--- config.mk ---
export PLATFORM = sky130hd
export DESIGN_NAME = idle_lane_aligner
export DESIGN_NICKNAME = d
export VERILOG_FILES = /design/src/rtl/lanealign_pkg.sv /design/src/rtl/lane_gearbox.sv /design/src/rtl/lane_trainer.sv /design/src/rtl/idle_lane_aligner.sv
export SDC_FILE = /design/constraint.sdc
export NUM_CORES = 1
export LEC_CHECK = 0
export BUFFER_PORTS_ARGS = -buffer_cell sky130_fd_sc_hd__buf_4
export CAP_MARGIN = 15
export CORE_MARGIN = 3
export CORE_UTILIZATION = 30
export DETAILED_ROUTE_END_ITERATION = 10
export GPL_ROUTABILITY_DRIVEN = 1
export PLACE_DENSITY = 0.49
export SLEW_MARGIN = 20
export SYNTH_ARGS = -nofsm -noshare
export SYNTH_HDL_FRONTEND = slang
export SYNTH_SLANG_ARGS = --single-unit
export TNS_END_PERCENT = 1
--- constraint.sdc ---
create_clock -name clk -period 4.8 [get_ports clk]
set_input_delay 0.48 -clock clk [delete_from_list [all_inputs] [get_ports clk]]
set_output_delay 0.48 -clock clk [all_outputs]
set_load 0.005 [all_outputs]
--- src/rtl/lanealign_pkg.sv ---
`timescale 1ns/1ps
package lanealign_pkg;

  typedef enum logic [1:0] {
    TR_HUNT   = 2'd0,
    TR_SETTLE = 2'd1,
    TR_LOCKED = 2'd2
  } tr_state_e;

  // True when the low n bits of w equal some non-zero rotation of themselves.
  function automatic bit rot_symmetric(input logic [63:0] w, input int n);
    bit any;
    any = 1'b0;
    for (int r = 1; r < n; r++) begin
      bit same;
      same = 1'b1;
      for (int i = 0; i < n; i++) begin
        if (w[i] != w[(i + r) % n]) same = 1'b0;
      end
      if (same) any = 1'b1;
    end
    return any;
  endfunction

endpackage

--- src/rtl/lane_gearbox.sv ---
`timescale 1ns/1ps
module lane_gearbox #(
  parameter int WORD_W = 10
) (
  input  logic              clk,
  input  logic              rst,
  input  logic              bit_early,
  input  logic              bit_late,
  input  logic              slip,
  output logic [WORD_W-1:0] word,
  output logic              word_vld
);
  localparam int CYC = WORD_W / 2;
  localparam int HD  = 2 * WORD_W - 1;
  localparam int HQ  = HD - 2;
  localparam int CW  = (CYC > 1) ? $clog2(CYC) : 1;
  localparam int OW  = $clog2(WORD_W);
  localparam int GW  = $clog2(CYC + 1) + 1;

  logic [HQ-1:0] hist_q;
  logic [HD-1:0] hist_d;
  logic [CW-1:0] ph_q;
  logic [OW-1:0] off_q;

  // newest bits at the low end, earlier bit above the later one
  assign hist_d = {hist_q, bit_early, bit_late};

  always_ff @(posedge clk) begin
    if (rst) begin
      hist_q   <= '0;
      ph_q     <= '0;
      off_q    <= '0;
      word     <= '0;
      word_vld <= 1'b0;
    end else begin
      hist_q   <= hist_d[HQ-1:0];
      word_vld <= 1'b0;
      if (ph_q == CW'(CYC - 1)) begin
        ph_q     <= '0;
        word     <= hist_d[off_q +: WORD_W];
        word_vld <= 1'b1;
      end else begin
        ph_q <= ph_q + 1'b1;
      end
      if (slip) begin
        off_q <= (off_q == OW'(WORD_W - 1)) ? '0 : off_q + 1'b1;
      end
    end
  end

  // strobe spacing checker
  logic [GW-1:0] gap_q;
  logic          seen_q;
  always_ff @(posedge clk) begin
    if (rst) begin
      gap_q  <= '0;
      seen_q <= 1'b0;
    end else if (word_vld) begin
      gap_q  <= GW'(1);
      seen_q <= 1'b1;
    end else if (gap_q != '1) begin
      gap_q <= gap_q + 1'b1;
    end
  end


  strobe_period_chk: assert property (@(posedge clk) disable iff (rst)
    (word_vld && seen_q) |-> (gap_q == GW'(CYC)));

  initial begin

    even_width_chk: assert (WORD_W % 2 == 0 && WORD_W >= 4)
      else $error("word width must be even and at least 4");
  end
endmodule

--- src/rtl/lane_trainer.sv ---
`timescale 1ns/1ps
module lane_trainer
  import lanealign_pkg::*;
#(
  parameter int              WORD_W       = 10,
  parameter logic [WORD_W-1:0] IDLE_WORD  = 10'h2E6,
  parameter int              SETTLE_WORDS = 4,
  parameter int              LOCK_WORDS   = 8,
  parameter int              UNLOCK_WORDS = 4,
  parameter int              MAX_SLIPS    = 10
) (
  input  logic              clk,
  input  logic              rst,
  input  logic              train_en,
  input  logic              word_vld,
  input  logic [WORD_W-1:0] word,
  output logic              slip,
  output logic              locked,
  output logic              fail
);
  localparam int SW = $clog2(SETTLE_WORDS + 1);
  localparam int LW = $clog2(LOCK_WORDS + 1);
  localparam int UW = $clog2(UNLOCK_WORDS + 1);
  localparam int MW = $clog2(MAX_SLIPS + 1);
  localparam int GW = $clog2(SETTLE_WORDS + 2);

  tr_state_e   state_q;
  logic [SW-1:0] settle_q;
  logic [LW-1:0] run_q;
  logic [UW-1:0] miss_q;
  logic [MW-1:0] slips_q;
  logic          hit;

  assign hit = (word == IDLE_WORD);

  always_ff @(posedge clk) begin
    if (rst) begin
      state_q  <= TR_HUNT;
      settle_q <= '0;
      run_q    <= '0;
      miss_q   <= '0;
      slips_q  <= '0;
      slip     <= 1'b0;
      locked   <= 1'b0;
      fail     <= 1'b0;
    end else begin
      slip <= 1'b0;
      if (word_vld) begin
        case (state_q)
          TR_HUNT: begin
            if (train_en) begin
              if (hit) begin
                slips_q <= '0;
                if (run_q == LW'(LOCK_WORDS - 1)) begin
                  run_q   <= '0;
                  locked  <= 1'b1;
                  fail    <= 1'b0;
                  miss_q  <= '0;
                  state_q <= TR_LOCKED;
                end else begin
                  run_q <= run_q + 1'b1;
                end
              end else begin
                run_q    <= '0;
                slip     <= 1'b1;
                settle_q <= '0;
                state_q  <= TR_SETTLE;
                if (slips_q == MW'(MAX_SLIPS - 1)) begin
                  slips_q <= '0;
                  fail    <= 1'b1;
                end else begin
                  slips_q <= slips_q + 1'b1;
                end
              end
            end
          end
          TR_SETTLE: begin
            if (settle_q == SW'(SETTLE_WORDS - 1)) begin
              settle_q <= '0;
              state_q  <= TR_HUNT;
            end else begin
              settle_q <= settle_q + 1'b1;
            end
          end
          TR_LOCKED: begin
            if (!train_en || hit) begin
              miss_q <= '0;
            end else if (miss_q == UW'(UNLOCK_WORDS - 1)) begin
              miss_q  <= '0;
              run_q   <= '0;
              locked  <= 1'b0;
              state_q <= TR_HUNT;
            end else begin
              miss_q <= miss_q + 1'b1;
            end
          end
          default: state_q <= TR_HUNT;
        endcase
      end
    end
  end

  // checker state: words since the last slip, consecutive idle words seen
  logic [GW-1:0] chk_gap_q;
  logic          chk_slipped_q;
  logic [LW-1:0] chk_run_q;
  always_ff @(posedge clk) begin
    if (rst) begin
      chk_gap_q     <= '0;
      chk_slipped_q <= 1'b0;
      chk_run_q     <= '0;
    end else begin
      if (slip) begin
        chk_gap_q     <= '0;
        chk_slipped_q <= 1'b1;
      end else if (word_vld && chk_gap_q != GW'(SETTLE_WORDS + 1)) begin
        chk_gap_q <= chk_gap_q + 1'b1;
      end
      if (word_vld) begin
        if (!hit) chk_run_q <= '0;
        else if (chk_run_q != LW'(LOCK_WORDS)) chk_run_q <= chk_run_q + 1'b1;
      end
    end
  end


  settle_gap_chk: assert property (@(posedge clk) disable iff (rst)
    (slip && chk_slipped_q) |-> (chk_gap_q >= GW'(SETTLE_WORDS + 1)));


  lock_run_chk: assert property (@(posedge clk) disable iff (rst)
    $rose(locked) |-> (chk_run_q >= LW'(LOCK_WORDS)));


  drop_enabled_chk: assert property (@(posedge clk) disable iff (rst)
    $fell(locked) |-> $past(train_en));


  no_slip_idle_chk: assert property (@(posedge clk) disable iff (rst)
    !train_en |=> !slip);


  fail_unlocked_chk: assert property (@(posedge clk) disable iff (rst)
    locked |-> !fail);
endmodule

--- src/rtl/idle_lane_aligner.sv ---
`timescale 1ns/1ps
module idle_lane_aligner
  import lanealign_pkg::*;
#(
  parameter int                LANES        = 2,
  parameter int                WORD_W       = 10,
  parameter logic [WORD_W-1:0] IDLE_WORD    = 10'h2E6,
  parameter int                SETTLE_WORDS = 4,
  parameter int                LOCK_WORDS   = 8,
  parameter int                UNLOCK_WORDS = 4,
  parameter int                MAX_SLIPS    = 10
) (
  input  logic                    clk,
  input  logic                    rst,
  input  logic                    train_en,
  input  logic [LANES-1:0]        ser_first,
  input  logic [LANES-1:0]        ser_second,
  output logic [LANES*WORD_W-1:0] rx_word,
  output logic [LANES-1:0]        rx_valid,
  output logic [LANES-1:0]        lane_locked,
  output logic [LANES-1:0]        lane_fail
);

  initial begin

    idle_aperiodic_chk: assert (!rot_symmetric(64'(IDLE_WORD), WORD_W))
      else $error("idle word repeats under rotation; alignment would never settle");
  end

  for (genvar g = 0; g < LANES; g++) begin : g_lane
    logic              slip;
    logic [WORD_W-1:0] word;
    logic              vld;

    lane_gearbox #(
      .WORD_W(WORD_W)
    ) u_gear (
      .clk      (clk),
      .rst      (rst),
      .bit_early(ser_first[g]),
      .bit_late (ser_second[g]),
      .slip     (slip),
      .word     (word),
      .word_vld (vld)
    );

    lane_trainer #(
      .WORD_W      (WORD_W),
      .IDLE_WORD   (IDLE_WORD),
      .SETTLE_WORDS(SETTLE_WORDS),
      .LOCK_WORDS  (LOCK_WORDS),
      .UNLOCK_WORDS(UNLOCK_WORDS),
      .MAX_SLIPS   (MAX_SLIPS)
    ) u_train (
      .clk     (clk),
      .rst     (rst),
      .train_en(train_en),
      .word_vld(vld),
      .word    (word),
      .slip    (slip),
      .locked  (lane_locked[g]),
      .fail    (lane_fail[g])
    );

    assign rx_word[g*WORD_W +: WORD_W] = word;
    assign rx_valid[g]                 = vld;
  end
endmodule

* After elaboration in Yosys (flattened, before gate mapping)
Index checks and enable logic that the tools add are counted.
** Storage, ports and cells
- Register bits after elaboration :: 108
- Logic and storage cells :: 184
** Operators by class
- Add/sub/neg operators :: 12
- Equal/unequal tests :: 36
- Shift-type cells :: 2
- Multiplexer cells :: 74
- Bitwise logic cells :: 5
- Reductions and logical operators :: 29
** Operator list (count)
- two-way mux 4 bit :: 16
- two-way mux 3 bit :: 16
- variable part select 19 x 5 -> 10 bit :: 2
- AND reduction 5 bit :: 6
- adder 4 x 1 -> 4 bit (second input constant) :: 6
- two-way mux 2 bit :: 12
- one-hot mux 3 bit (2 select lines) :: 4
- equality test 10 bit (second input constant) :: 2
- two-way mux 1 bit :: 20
- adder 3 x 1 -> 3 bit (second input constant) :: 6
- equality test 4 bit (second input constant) :: 4
- inequality test 2 x 1 -> 1 bit (second input constant) :: 8
- inequality test 2 bit (second input constant) :: 8
- one-hot mux 4 bit (2 select lines) :: 2
- AND reduction 7 bit :: 2
- equality test 3 x 2 -> 1 bit (second input constant) :: 4
- one-hot mux 2 bit (3 select lines) :: 2
- AND reduction 6 bit :: 2
- nonzero test 2 bit :: 6
- equality test 4 x 3 -> 1 bit (second input constant) :: 2
- AND reduction 4 bit :: 2
- OR reduction 4 bit :: 2
- equality test 3 bit (second input constant) :: 2
- inequality test 3 bit (second input constant) :: 2
- other kinds (9) :: 20

* Longest topological paths before layout
- Word-level depth :: 5
- Depth in mapped cells :: 8
- Gate-level depth less buffers :: 7

* Hierarchy
A second synthesis with hierarchy kept.
** Unflattened totals
- Cell total of the unflattened synthesis :: 580
- Area, all modules :: 6012.0 sq um
** Modules (own cells, without submodules)
- lane_trainer :: instances 2, cells an instance 123, area an instance 1086.0 sq um, sequential area each 380.4 sq um
- lane_gearbox (g_lane[1].u_gear) :: instances 1, cells an instance 166, area an instance 1919.3 sq um, sequential area each 700.7 sq um
- lane_gearbox (g_lane[0].u_gear) :: instances 1, cells an instance 166, area an instance 1905.6 sq um, sequential area each 700.7 sq um
- idle_lane_aligner :: instances 1, cells an instance 2, area an instance 15.0 sq um, sequential area each 0.0 sq um

* Least setup slack after synthesis
Ideal clock, no wire load.
- Path type :: in2reg
- Start :: input port train_en
- End :: register g_lane[1].u_train.slips_q[2]
- Setup time :: 0.070 ns
- Data arrival time :: 1.703 ns
- Required time :: 4.730 ns
- Setup slack :: 3.026 ns
- Stages on the path :: 6
- Cell sequence :: buf_4 -> nand2_2 -> or3_1 -> buf_2 -> or4_1 -> a21oi_1
** On the way
- Word-level cells in the longest chain between the ends :: 1
** Ends and longest elaborated chain
- start: declaration :: line idle_lane_aligner.sv:15 : input logic train_en,
- AND reduction 3 bit (no source line)
- end signal: assignment :: line lane_trainer.sv:72 : slips_q <= slips_q + 1'b1;
- end: declaration :: line lane_trainer.sv:31 : logic [MW-1:0] slips_q;
No other way between the ends.
A chain may end at the register's enable or synchronous reset.

* Final worst setup path
- Start :: register g_lane[0].u_gear.off_q[1]
- End :: register g_lane[0].u_gear.word[6]
** On the way
- Word-level cells in the longest chain between the ends :: 1
** Ends and longest elaborated chain
- start: declaration :: line lane_gearbox.sv:23 : logic [OW-1:0] off_q;
- start signal: assignment :: line lane_gearbox.sv:46 : off_q <= (off_q == OW'(WORD_W - 1)) ? '0 : off_q + 1'b1;
- variable part select 19 x 5 -> 10 bit :: line lane_gearbox.sv:40 : word <= hist_d[off_q +: WORD_W];
- end signal: assignment :: line lane_gearbox.sv:40
- end: declaration :: line lane_gearbox.sv:10 : output logic [WORD_W-1:0] word,
No other way between the ends.

==> results.sh <==
export IMPL_p_total_mw=1.715
export IMPL_finalClockSkew_ps=5.853
export IMPL_grt_overflow_total=0
export IMPL_post_route_cells_drive_above_1_share_pct=14.87
export IMPL_synth_top_cells_by_area="dfxtp_1 (38%), mux2i_1 (6.5%), mux2_2 (5.7%), nor2b_1 (5.6%), ha_1 (3.1%)"
export IMPL_arrival_ps=2520
export IMPL_first_global_vias=4243
export IMPL_report_final_setup_viol=0
export IMPL_clk_pin_slew_ps=70
export IMPL_grt_pass1_wl_um=21050
export IMPL_ys_ff_latch=108
export IMPL_asyncSetResetFlopFracSynth_pct=0
export IMPL_antenna_cells=0
export IMPL_final_cell_mix="dfxtp_1 (108), nor2b_1 (51), nand2_1 (43)"
export IMPL_cellPowerDensity_nw_per_um2=271.0
export IMPL_dominantRegCellSynth="dfxtp_1"
export IMPL_cts_sink_count=108
export IMPL_die_area_sq_um=20810
export IMPL_drt_vias_per_instance=5.132
export IMPL_max_slew_margin_pct=32.05
export IMPL_worst_endpoint_required_ps=5040
export IMPL_p_leak_nw=2.300
export IMPL_crit_fanout=25
export IMPL_holdWs_ps=361.6
export IMPL_grt_antenna_before_repair=0
export IMPL_fp_coreArea_sq_um=18390
export IMPL_yosys_cell_types=65
export IMPL_synth_edff_count=0
export IMPL_ys_warn_count=0
export IMPL_groute_usage_overall_pct=12.37
export IMPL_syn_avg_cell_area_sq_um=9.162
export IMPL_wirelength_um=12470
export IMPL_run_status="complete, no violations"
export IMPL_cell_count_after_placement=845
export IMPL_total_non_filler_cell_area_in_the_finished_layout_sq_um=6329
export IMPL_finalNonFillerCells=861
export IMPL_cts_htree_levels=3
export IMPL_maxCapViolCount=0
export IMPL_rsz0062_at_grt="no"
export IMPL_criticalPathCategory="reg2reg"
export IMPL_area_growth_syn_to_layout_pct=10.34
export IMPL_layout_cells_most_common="dfxtp_1"
export IMPL_placed_area_sq_um=6046
export IMPL_insertion_delay_ps=350
export IMPL_fmax_mhz=438.3
export IMPL_fin_crit_period_ps=2281
export IMPL_clockRootBuffer="clkbuf_16"
export IMPL_drt_antenna_violating_nets=0
export IMPL_setup_worst_path_end_class="flip-flop"
export IMPL_post_dp_hpwl_um=9054
export IMPL_final_hold_violation_count=0
export IMPL_setup_reg_to_reg_worst_slack_ps=2520
export IMPL_setup_worst_path_start_class="flip-flop"
export IMPL_layout_worst_path_cycle_share_pct=47.53
export IMPL_fp_row_count=49
export IMPL_pre_cts_ws_ps=2520
export IMPL_synthDominantCellAreaShare_pct=37.70
export IMPL_floorplan_die_width_um=144.3
export IMPL_top_level_ports=33
export IMPL_post_route_util_pct=34.41
export IMPL_finalWeightedCongestion=0.8666
export IMPL_drv_slew=0
export IMPL_drt_first_pass_iters=4
export IMPL_total_cts_buffers=9
export IMPL_ctsResizeCount=0
export IMPL_hold_buffers=0
export IMPL_worst_slack_ps=2519
export IMPL_min_delay_path_depth=2
export IMPL_worst_r2r_cell_count=5
export IMPL_tns_ps=0
export IMPL_seq_area_frac_synth_pct=37.70
export IMPL_grt_max_degree=74
export IMPL_hp_class="in2reg"
export IMPL_syn_num_nets=647
export IMPL_vdd_ir_drop_max_v=0.0001496
export IMPL_max_clock_path_buffers=2
export IMPL_route_detailed_wl_per_inst_um=14.49
export IMPL_syn_std_cell_area_sq_um=5736
export IMPL_synthesis_instances=626
export IMPL_final_net_count=648
export IMPL_initial_core_util_pct=31.18
export IMPL_die_height_um=144.3
export IMPL_via_count=4419
export IMPL_count_of_input_and_output_buffers=32
export IMPL_cts_tree="built"
export IMPL_post_cts_buffers=0
export IMPL_drt_first_iter_violations=318
export IMPL_worst_pin_slew_ps=1018
export IMPL_yosysTopAreaCell="dfxtp_1"
export IMPL_drc=0
-- cells by family after synthesis --
kind of cell	synth area share [%]
buffers and inverters	5.279
adders and majority gates	3.054
and+or+nand+nor	22.67
muxes	15.49
DFF	37.70
xor gates and xnor gates	0.9162
AOI/OAI and AO/OA	14.90
-- cell type report --
type	instances	area (sq um)
flip-flops and latches	108	2162
inverters	19	71.32
clock inverters	1	5.005
multi-input cells	455	3271
clock buffers	15	277.8
well taps	229	286.5
repair buffers	34	255.2
fillers	1886	12060
-- worst paths after layout --
| kind | startpoint | to |
|---|---|---|
| setup / recovery | g_lane[0].u_gear.off_q[1] | g_lane[0].u_gear.word[6] |
| hold / removal | ser_first[1] | g_lane[1].u_gear.hist_q[1] |
| setup reg to reg | g_lane[0].u_gear.off_q[1] | g_lane[0].u_gear.word[6] |
| hold reg to reg | g_lane[0].u_train.miss_q[1] | g_lane[0].u_train.miss_q[1] |
-- synthesized netlist by cell type, types with 3 or more instances --
cell	count
o211ai_1	4
mux2_1	3
and3_1	8
o21ai_0	29
and2_1	9
dfxtp_1	108
or3_1	5
nor3b_1	3
inv_1	18
o31ai_1	7
or4_1	6
a211o_1	3
buf_4	7
nand3_1	12
nand2_1	43
mux4_2	7
ha_1	14
nor3_1	14
mux2_2	29
nand2b_1	6
a21oi_1	33
mux2i_1	37
buf_6	3
nand3b_1	6
xor2_1	4
nor2b_1	51
a22oi_1	14
nor2_1	42
clkbuf_1	18
buf_2	14
nor4b_1	4
o21ai_1	10
nor4_1	6
-- state kept, by name, summed over array words and instances (netlist names) --
| register | cells |
|---|---|
| g_lane.u_gear.hist_q | 34 |
| g_lane.u_gear.off_q | 8 |
| g_lane.u_gear.ph_q | 6 |
| g_lane.u_gear.word | 20 |
| g_lane.u_gear.word_vld | 2 |
| g_lane.u_train.fail | 2 |
| g_lane.u_train.locked | 2 |
| g_lane.u_train.miss_q | 6 |
| g_lane.u_train.run_q | 8 |
| g_lane.u_train.settle_q | 6 |
| g_lane.u_train.slip | 2 |
| g_lane.u_train.slips_q | 8 |
| g_lane.u_train.state_q | 4 |
-- layer usage --
| metal | track usage [%] | wire length (um) | vias to the layer above |
|---|---|---|---|
| li1 | - | - | 2249 |
| met1 | 16.11 | 5941 | 2069 |
| met2 | 19.87 | 5760 | 79 |
| met3 | 2.579 | 458 | 22 |
| met4 | 5.400 | 312 | 0 |
| met5 | 0 | 0 | - |
-- where the power goes --
part / switching (mW) / leakage (nW) / internal (mW) / total [mW]
registers: 0.0123 / 0.873 / 0.910 / 0.923
logic: 0.0466 / 1.29 / 0.0351 / 0.0817
clock network: 0.316 / 0.140 / 0.395 / 0.711
total: 0.375 / 2.30 / 1.34 / 1.72
-- critical path, stage by stage (launching register included) --
cell and delay, ps:
dfxtp_1 950, mux2_2 440, mux2_2 280, nor3_1 140
a31oi_1 70, a32o_1 300
(Power assumes the default switching activity.)
